===== config.mk =====
export PLATFORM = sky130hd
export DESIGN_NAME = ioapic_redir_dispatch
export DESIGN_NICKNAME = d
export VERILOG_FILES = /design/src/rtl/rdisp_pkg.sv /design/src/rtl/rdisp_ctrl.sv /design/src/rtl/rdisp_dpath.sv /design/src/rtl/ioapic_redir_dispatch.sv
export SDC_FILE = /design/constraint.sdc
export NUM_CORES = 2
export LEC_CHECK = 0
export ABC_AREA = 1
export BUFFER_PORTS_ARGS = -buffer_cell sky130_fd_sc_hd__buf_2
export CAP_MARGIN = 10
export CORE_ASPECT_RATIO = 0.5
export CORE_MARGIN = 8
export CORE_UTILIZATION = 45
export DETAILED_ROUTE_END_ITERATION = 12
export PLACE_DENSITY_LB_ADDON = 0.2
export SLEW_MARGIN = 20
export SYNTH_ARGS = -nofsm -noshare
export SYNTH_HDL_FRONTEND = slang
export SYNTH_SLANG_ARGS = --single-unit

===== constraint.sdc =====
create_clock -name clk -period 4 [get_ports clk]
set_input_delay 0.6 -clock clk [delete_from_list [all_inputs] [get_ports clk]]
set_output_delay 0.6 -clock clk [all_outputs]
set_load 0.02 [all_outputs]

===== src/rtl/rdisp_pkg.sv =====
package rdisp_pkg;
  localparam int ENTRY_W   = 64;
  localparam int PIN_SEL_W = 5;   // pin index width, supports up to 32 pins

  localparam int VEC_LSB   = 0;
  localparam int VEC_W     = 8;
  localparam int DMODE_LSB = 8;
  localparam int DMODE_W   = 3;
  localparam int LOGIC_BIT = 11;
  localparam int RIRR_BIT  = 14;
  localparam int TRIG_BIT  = 15;
  localparam int MASK_BIT  = 16;
  localparam int DEST_LSB  = 56;
  localparam int DEST_W    = 8;

  localparam logic [ENTRY_W-1:0] RIRR_MASK   = ENTRY_W'(1) << RIRR_BIT;
  localparam logic [ENTRY_W-1:0] RESET_ENTRY = ENTRY_W'(1) << MASK_BIT;

  // control -> datapath strobes
  typedef struct packed {
    logic                 fire;
    logic [PIN_SEL_W-1:0] pin;
  } svcStrobe_t;

  // decoded request toward the destination resolver
  typedef struct packed {
    logic [VEC_W-1:0]   vector;
    logic [DEST_W-1:0]  dest;
    logic               logical;
    logic [DMODE_W-1:0] delMode;
    logic               level;
  } irqReq_t;
endpackage


===== src/rtl/rdisp_ctrl.sv =====
module rdisp_ctrl
  import rdisp_pkg::*;
#(
  parameter int NUM_PINS = 24
) (
  input  logic                clk,
  input  logic                rstN,
  input  logic [NUM_PINS-1:0] pinAssert,
  output svcStrobe_t          svc,
  output logic [NUM_PINS-1:0] pendVec
);
  logic                 found;
  logic [PIN_SEL_W-1:0] pick;
  logic [NUM_PINS-1:0]  clrVec;

  // lowest pending pin wins: scan downward so the last hit is the lowest
  always_comb begin
    found = 1'b0;
    pick  = '0;
    for (int i = NUM_PINS - 1; i >= 0; i--) begin
      if (pendVec[i]) begin
        found = 1'b1;
        pick  = PIN_SEL_W'(i);
      end
    end
  end

  assign clrVec   = found ? (NUM_PINS'(1) << pick) : '0;
  assign svc.fire = found;
  assign svc.pin  = pick;

  // new assertion wins over the clear of the pin being serviced
  always_ff @(posedge clk) begin
    if (!rstN) pendVec <= '0;
    else       pendVec <= (pendVec & ~clrVec) | pinAssert;
  end
endmodule


===== src/rtl/rdisp_dpath.sv =====
module rdisp_dpath
  import rdisp_pkg::*;
#(
  parameter int NUM_PINS = 24
) (
  input  logic                 clk,
  input  logic                 rstN,
  input  logic                 wrEn,
  input  logic [PIN_SEL_W-1:0] wrIdx,
  input  logic [ENTRY_W-1:0]   wrData,
  input  logic [PIN_SEL_W-1:0] rdIdx,
  output logic [ENTRY_W-1:0]   rdData,
  input  logic [NUM_PINS-1:0]  eoiClear,
  input  svcStrobe_t           svc,
  output logic [NUM_PINS-1:0]  rirrVec,
  output logic                 reqValid,
  output irqReq_t              req,
  output logic [PIN_SEL_W-1:0] reqPin
);
  logic [ENTRY_W-1:0]  entryQ [NUM_PINS];
  logic [NUM_PINS-1:0] rirrQ;
  logic [NUM_PINS-1:0] wrHit;
  logic [NUM_PINS-1:0] setRirr;
  logic [NUM_PINS-1:0] pinSel;
  logic                selMask;
  irqReq_t             selReq;
  logic                svcLive;

  // per-pin decode of the write index and the serviced pin
  for (genvar g = 0; g < NUM_PINS; g++) begin : gPin
    assign wrHit[g]   = wrEn && (wrIdx == PIN_SEL_W'(g));
    assign pinSel[g]  = svc.fire && (svc.pin == PIN_SEL_W'(g));
    assign setRirr[g] = pinSel[g] && svcLive && selReq.level;
  end

  // field extraction from the serviced entry
  always_comb begin
    selMask = 1'b0;
    selReq  = '0;
    for (int i = 0; i < NUM_PINS; i++) begin
      if (pinSel[i]) begin
        selMask        = entryQ[i][MASK_BIT];
        selReq.vector  = entryQ[i][VEC_LSB +: VEC_W];
        selReq.dest    = entryQ[i][DEST_LSB +: DEST_W];
        selReq.logical = entryQ[i][LOGIC_BIT];
        selReq.delMode = entryQ[i][DMODE_LSB +: DMODE_W];
        selReq.level   = entryQ[i][TRIG_BIT];
      end
    end
  end

  assign svcLive = svc.fire && !selMask;

  // entry storage; bit 14 is never stored from software
  always_ff @(posedge clk) begin
    for (int i = 0; i < NUM_PINS; i++) begin
      if (!rstN)         entryQ[i] <= RESET_ENTRY;
      else if (wrHit[i]) entryQ[i] <= wrData & ~RIRR_MASK;
    end
  end

  // remote IRR: a level dispatch wins over an end-of-interrupt clear
  always_ff @(posedge clk) begin
    if (!rstN) rirrQ <= '0;
    else       rirrQ <= setRirr | (rirrQ & ~eoiClear);
  end

  always_ff @(posedge clk) begin
    if (!rstN) begin
      reqValid <= 1'b0;
      req      <= '0;
      reqPin   <= '0;
    end else begin
      reqValid <= svcLive;
      req      <= selReq;
      reqPin   <= svc.pin;
    end
  end

  always_comb begin
    rdData = '0;
    for (int i = 0; i < NUM_PINS; i++) begin
      if (rdIdx == PIN_SEL_W'(i))
        rdData = entryQ[i] | (ENTRY_W'(rirrQ[i]) << RIRR_BIT);
    end
  end

  assign rirrVec = rirrQ;
endmodule


===== src/rtl/ioapic_redir_dispatch.sv =====
module ioapic_redir_dispatch
  import rdisp_pkg::*;
#(
  parameter int NUM_PINS = 24,
  localparam int IDX_W   = PIN_SEL_W
) (
  input  logic                clk,
  input  logic                rstN,
  input  logic                wrEn,
  input  logic [IDX_W-1:0]    wrIdx,
  input  logic [ENTRY_W-1:0]  wrData,
  input  logic [IDX_W-1:0]    rdIdx,
  output logic [ENTRY_W-1:0]  rdData,
  input  logic [NUM_PINS-1:0] pinAssert,
  input  logic [NUM_PINS-1:0] eoiClear,
  output logic                irqValid,
  output logic [VEC_W-1:0]    irqVector,
  output logic [DEST_W-1:0]   irqDest,
  output logic                irqLogical,
  output logic [DMODE_W-1:0]  irqDelMode,
  output logic                irqLevel,
  output logic [IDX_W-1:0]    irqPin
);
  svcStrobe_t          svc;
  logic [NUM_PINS-1:0] pendVec;
  logic [NUM_PINS-1:0] rirrVec;
  irqReq_t             req;

  rdisp_ctrl #(.NUM_PINS(NUM_PINS)) uCtrl (
    .clk      (clk),
    .rstN     (rstN),
    .pinAssert(pinAssert),
    .svc      (svc),
    .pendVec  (pendVec)
  );

  rdisp_dpath #(.NUM_PINS(NUM_PINS)) uDpath (
    .clk     (clk),
    .rstN    (rstN),
    .wrEn    (wrEn),
    .wrIdx   (wrIdx),
    .wrData  (wrData),
    .rdIdx   (rdIdx),
    .rdData  (rdData),
    .eoiClear(eoiClear),
    .svc     (svc),
    .rirrVec (rirrVec),
    .reqValid(irqValid),
    .req     (req),
    .reqPin  (irqPin)
  );

  assign irqVector  = req.vector;
  assign irqDest    = req.dest;
  assign irqLogical = req.logical;
  assign irqDelMode = req.delMode;
  assign irqLevel   = req.level;
endmodule


# ---- Word level (Yosys, flattened, before mapping)
# Memory sizes are Yosys's and may differ from the RTL's.
# Cells that the tools add are included.
dict set report totals {
  register_bits 75
  mem_bits_rw 1512
  inputBits 125
  wordCells 453
  memories 1
}
# name words word_bits read_ports rd_ports_with_merged_regs write_ports line
set memory_table {}
lappend memory_table {uDpath.entryQ 24 63 24 0 24 rdisp_dpath.sv:20} ;# logic [ENTRY_W-1:0] entryQ [NUM_PINS];
dict set report op_classes {
  n_eq_ne 69
  shift 1
  muxes 218
  n_bitwise 54
  reduce_logical 101
}
# op count
set op_table {}
lappend op_table {{two-way mux 64 bit} 24}
lappend op_table {{bitwise OR 64 x 15 -> 64 bit} 24}
lappend op_table {{two-way mux 63 bit} 24}
lappend op_table {{two-way mux 21 bit} 24}
lappend op_table {{two-way mux 1 bit} 121}
lappend op_table {{equality test 5 x 4 -> 1 bit, second input constant} 24}
lappend op_table {{equality test 5 bit, second input constant} 24}
lappend op_table {{two-way mux 5 bit} 24}
lappend op_table {{logical AND 1 bit} 97}
lappend op_table {{equality test 5 x 3 -> 1 bit, second input constant} 12}
lappend op_table {{AND 24 bit} 2}
lappend op_table {{NOT 24 bit} 2}
lappend op_table {{bitwise OR 24 bit} 2}
lappend op_table {{equality test 5 x 2 -> 1 bit, second input constant} 6}
lappend op_table {{two-way mux 24 bit} 1}
lappend op_table {{bitwise OR 1 bit} 24}
lappend op_table {{<< shifter 1 x 5 -> 24 bit, first input constant} 1}
lappend op_table {{equality test 5 x 1 -> 1 bit, second input constant} 3}
lappend op_table {{logical NOT 5 bit} 3}
lappend op_table {{logical NOT 1 bit} 1}

# ---- Logic depth before layout (Yosys ltp)
dict set report depth {
  word_depth 55
  depth_mapped 43
  ltp_nobuf 42
}

# ---- By module
# From an unflattened synthesis, not the netlist that was laid out.
dict set report unflattened {
  hier_cells 7559
  hier_area_um2 71747.6
}
# mod n_inst cells_per_inst area_per_inst_um2 seq_area_each_um2
set by_module_without_submodules {}
lappend by_module_without_submodules {rdisp_dpath 1 7368 70511.4 46424.5}
lappend by_module_without_submodules {rdisp_ctrl 1 191 1236.2 480.5}

# ---- Worst setup path before layout
# OpenSTA, ideal clock, no wires.
dict set report synth_timing {
  path_kind {input-to-output}
  start {input port rdIdx[3]}
  end {output port rdData[33]}
  arrival_ps 3072
  t_required_ps 3400
  slack_ps 328
  path_stages 16
  path_buffers 1
  cell_sequence {nor2_1 -> inv_2 -> nor2_1 -> clkbuf_1 -> a221oi_1 -> o211ai_1 -> o21ai_0 -> nand4_1 -> nor2_1 -> o2111ai_1 -> nor2_1 -> o2111ai_1 -> nor2_1 -> o2111ai_1 -> o21ai_0 -> a41oi_1}
}
dict set report synth_via {
  elab_chain_len 25
  word_cells_on_any_way 48
}
# item line
set synth_rtl {}
lappend synth_rtl {{start: declaration} ioapic_redir_dispatch.sv:12} ;# input logic [IDX_W-1:0] rdIdx,
lappend synth_rtl {{logical NOT 5 bit} rdisp_dpath.sv:83} ;# if (rdIdx == PIN_SEL_W'(i))
lappend synth_rtl {{two-way mux 64 bit (23 in series)} rdisp_dpath.sv:83}
lappend synth_rtl {{two-way mux 64 bit *} rdisp_dpath.sv:83}
lappend synth_rtl {{end: declaration} ioapic_redir_dispatch.sv:13} ;# output logic [ENTRY_W-1:0] rdData,
# Every way passes the cells marked *; elsewhere a longest branch is shown, timed or not.

# ---- Final worst setup path
dict set report layout_timing {
  start {input port rdIdx[1]}
  end {output port rdData[57]}
}
# Same word-level chain as after synthesis.

==> results_dict.tcl <==
set metrics [dict create \
    routed_wl_microns 254000 \
    finalNonFillerCells 9773 \
    grt-ovfl-total 0 \
    drt_first_pass_iters 8 \
    crit_chain "buf_12 > clkinv_4 > nor2_4 > nand2_2 > nor2_4 > buf_12 > buf_12 > buf_4 > buf_12 > a21oi_2 > nand4_1 > o21ai_1 > and3_4 > nand4_1 > a21oi_1 > buf_4 > nand3_4 > a2111oi_4 > buf_4 > nand4_1 > mux2i_2 > o2111ai_2 > buf_6" \
    crit_type "in2out" \
    cts_buffers 148 \
    p_comb_share_pct 12.8 \
    max_freq_mhz 217 \
    synthArstFlopShare_pct 0 \
    synth-seq-cells 1587 \
    dp_cells 9374 \
    skew_ns 0.0186 \
    die_area_sq_um 170000 \
    synth.net_count 7142 \
    crit_buf_inv 9 \
    finalNetCount 7694 \
    power_leakage_uw 0.0331 \
    drive_gt1_share_pct 23.6 \
    end_kind "output port" \
    vias 57500 \
    min_path_type "in2reg" \
    total_power_uw 38500 \
    register_area_sq_um 46900 \
    switching_share_pct 26.7 \
    routed_via_density 5.88 \
    port_buffers 214 \
    synth_ff_type "edfxtp_1" \
    slew_headroom_pct 19.4 \
    synth_area_sq_um 70200 \
    crit_family "buffers and inverters" \
    r2r_cells 43 \
    pin_count 216 \
    yosysTopAreaCell "edfxtp_1" \
    critPathMaxFanout 16 \
    hold_violations 0 \
    slowest_delay_ns 0.30 \
    min_period_over_period_pct 115 \
    pwr-share-seq_pct 50.7 \
    multi_input_area_sq_um 23600 \
    worst_hold_slack_ns 0.0312 \
    ys_top_cells_by_count "nor2_1 (1988), edfxtp_1 (1512), nand2_1 (1506)" \
    gp_congestion 0.933 \
    cts_sinks 1587 \
    intPower_uw 28200 \
    antenna_found_initial 3 \
    ys_warn_count 0 \
    cpMaxStageDelayCell "mux2i_2" \
    synth_edf_count 1512 \
    grt_pass1_vias 51900 \
    maxSlewViolCount 0 \
    netlist_instances 7017 \
    cp.arrival_ns 4.01 \
    htree_levels 4 \
    syn_to_final_growth_pct 24.6 \
    max-cap-violations 0 \
    outcome "finished, violations left" \
    drt-initial-drc-count 9628 \
    start_kind "input pin" \
    required_ns 3.40 \
    tightest_slew_ns 1.20 \
    p_per_area_nw_per_um2 440 \
    path_depth 23 \
    pre_cts_ws_ns -0.973 \
    setup_viol 109 \
    root_buffer "clkbuf_16" \
    grt_max_degree 64 \
    layout_setup_ws_ns -0.607 \
    start_util_pct 45.3 \
    pwr-share-clk_pct 36.6 \
    drc_errors 0 \
    antenna_left 0 \
    grt_setup_unrepaired "true" \
    final.setup.tns_ns -41.10 \
    path_common_cell "buf_12" \
    die_h_microns 295 \
    avgRoutedWirePerCell_microns 26.0 \
    synth.most_common_cell "nor2_1" \
    cts.clk_slew.worst_paths_ns 0.06 \
    rows 102 \
    cts_tree "built" \
    core_sq_um 155000 \
    die_w_microns 575 \
    grt_pass1_wl_microns 361000 \
    nFillCells 13000 \
    synth_area_per_cell_sq_um 10.0 \
    min_period_ns 4.61 \
    clockBufferDepth 3 \
    synthTopCellsByArea "edfxtp_1 (65%), nor2_1 (11%), nand2_1 (8.1%), clkbuf_1 (2.5%), nand4_1 (2.5%)" \
    p_switching_uw 10300 \
    ir_worst_vdd_mv 0.481 \
    worst_hold_path.num_cells 3 \
    place_hpwl_microns 164000 \
    synth_top_area_share_pct 64.7 \
    synth_cell_types 46 \
    track_usage_pct 28.6 \
    ys_seq_area_share_pct 66.8 \
    violations "setup timing" \
    clock_latency_ns 0.80 \
]
## power by group through the flow
| stage | logic [uW] | registers [uW] | clock network [uW] |
|---|---|---|---|
| after CTS | 4440 | 19500 | 14100 |
| after global placement | 3890 | 19800 | 0 |
| after detailed placement | 3900 | 19800 | 0 |
| final | 4910 | 19500 | 14100 |
| after floorplan | 1700 | 19800 | 0 |
| after global routing | 5070 | 19600 | 14700 |
## metrics by stage
step	util, %	area (sq um)
2_1_floorplan	-	70200
5_1_grt	56.5	87500
4_1_cts	55.3	85600
3_3_place_gp	50.1	77500
3_5_place_dp	50.1	77500
6_report	56.5	87500
## logic make-up after synthesis
kind of cell | count (synthesis) | synth area share [%]
flops | 1587 | 66.8
simple gates | 3985 | 23.0
compound gates | 621 | 5.70
mux | 4 | 0.0570
buf+inv | 820 | 4.44
## worst reg2reg max path: cells and delay by family, from the launching register on
kind	cells	cell delay [ns]
buf+inv	3	0.40
flops	1	0.36
simple gates	40	3.59
## worst paths after layout
check	startpoint	to	slack (ns)
setup reg to reg	uCtrl.pendVec[22]$_SDFF_PN0_	uDpath.rirrVec[11]$_SDFF_PN0_	-0.46
setup / recovery	rdIdx[1]	rdData[57]	-0.61
hold / removal	pinAssert[19]	uCtrl.pendVec[19]$_SDFF_PN0_	0.03
hold reg to reg	uDpath.rirrVec[16]$_SDFF_PN0_	uDpath.rirrVec[16]$_SDFF_PN0_	0.49
## flip-flops by register name, indices dropped and copies added, names as in the netlist
name and count:
uDpath.reqPin 5, uDpath.entryQ 1512, uCtrl.pendVec 24, uDpath.rirrVec 24, uDpath.req 21, uDpath.reqValid 1
## metal layers
metal  vias up  share of wire (%)  global-route usage (%)  routed length (microns)
met3       367                 15                    7.86                    37200
met2      3933                 41                    39.6                   104000
met4         2                2.4                    7.37                     5990
li1      24900                  -                       -                        -
met5         -             0.0043                       0                       11
met1     28200                 42                    44.1                   107000
## placed cells by master (no fill, tap or decap), types with 22 or more instances in the layout
cell          n
buf_6        95
inv_2        54
inv_1       233
nand2_2      62
a21oi_2      72
o21ai_1      53
nand3_1      54
o2111ai_1    26
o21ai_0      26
nor2_2       86
clkinv_1     59
nor2_1     1861
nand2_1    1418
a21oi_1      99
nand4_1     279
nor2_4       62
clkbuf_1     35
o2111ai_2    48
o22ai_2      22
o211ai_1     34
clkbuf_16   152
clkinv_2     33
buf_12      111
a221oi_2     31
o21ai_2      89
nand3_2      53
dfxtp_1      73
nand3b_1     24
buf_4       489
buf_2       160
nand2_4      34
edfxtp_1   1512
a22o_1       28
## cell type report
| class | instances | share of cell area [%] |
|---|---|---|
| tap | 2080 | 2.98 |
| inverter | 324 | 1.45 |
| sequential | 1587 | 53.6 |
| antenna | 1 | 0.00286 |
| multi-input combinational | 4613 | 27.0 |
| timing repair buffer | 895 | 9.66 |
| clock buffer | 185 | 4.43 |
| clock inverter | 88 | 0.871 |
## timing repair
action                                  CTS  global route
cloned                                   18             2
resized for setup                       659           411
endpoints found under the setup margin  110           110
hold endpoints to repair                 17             0
hold buffers                             17             0
buffers inserted                         57            47
pin swaps                               238           356
Power figures use the tool's default switching activity.
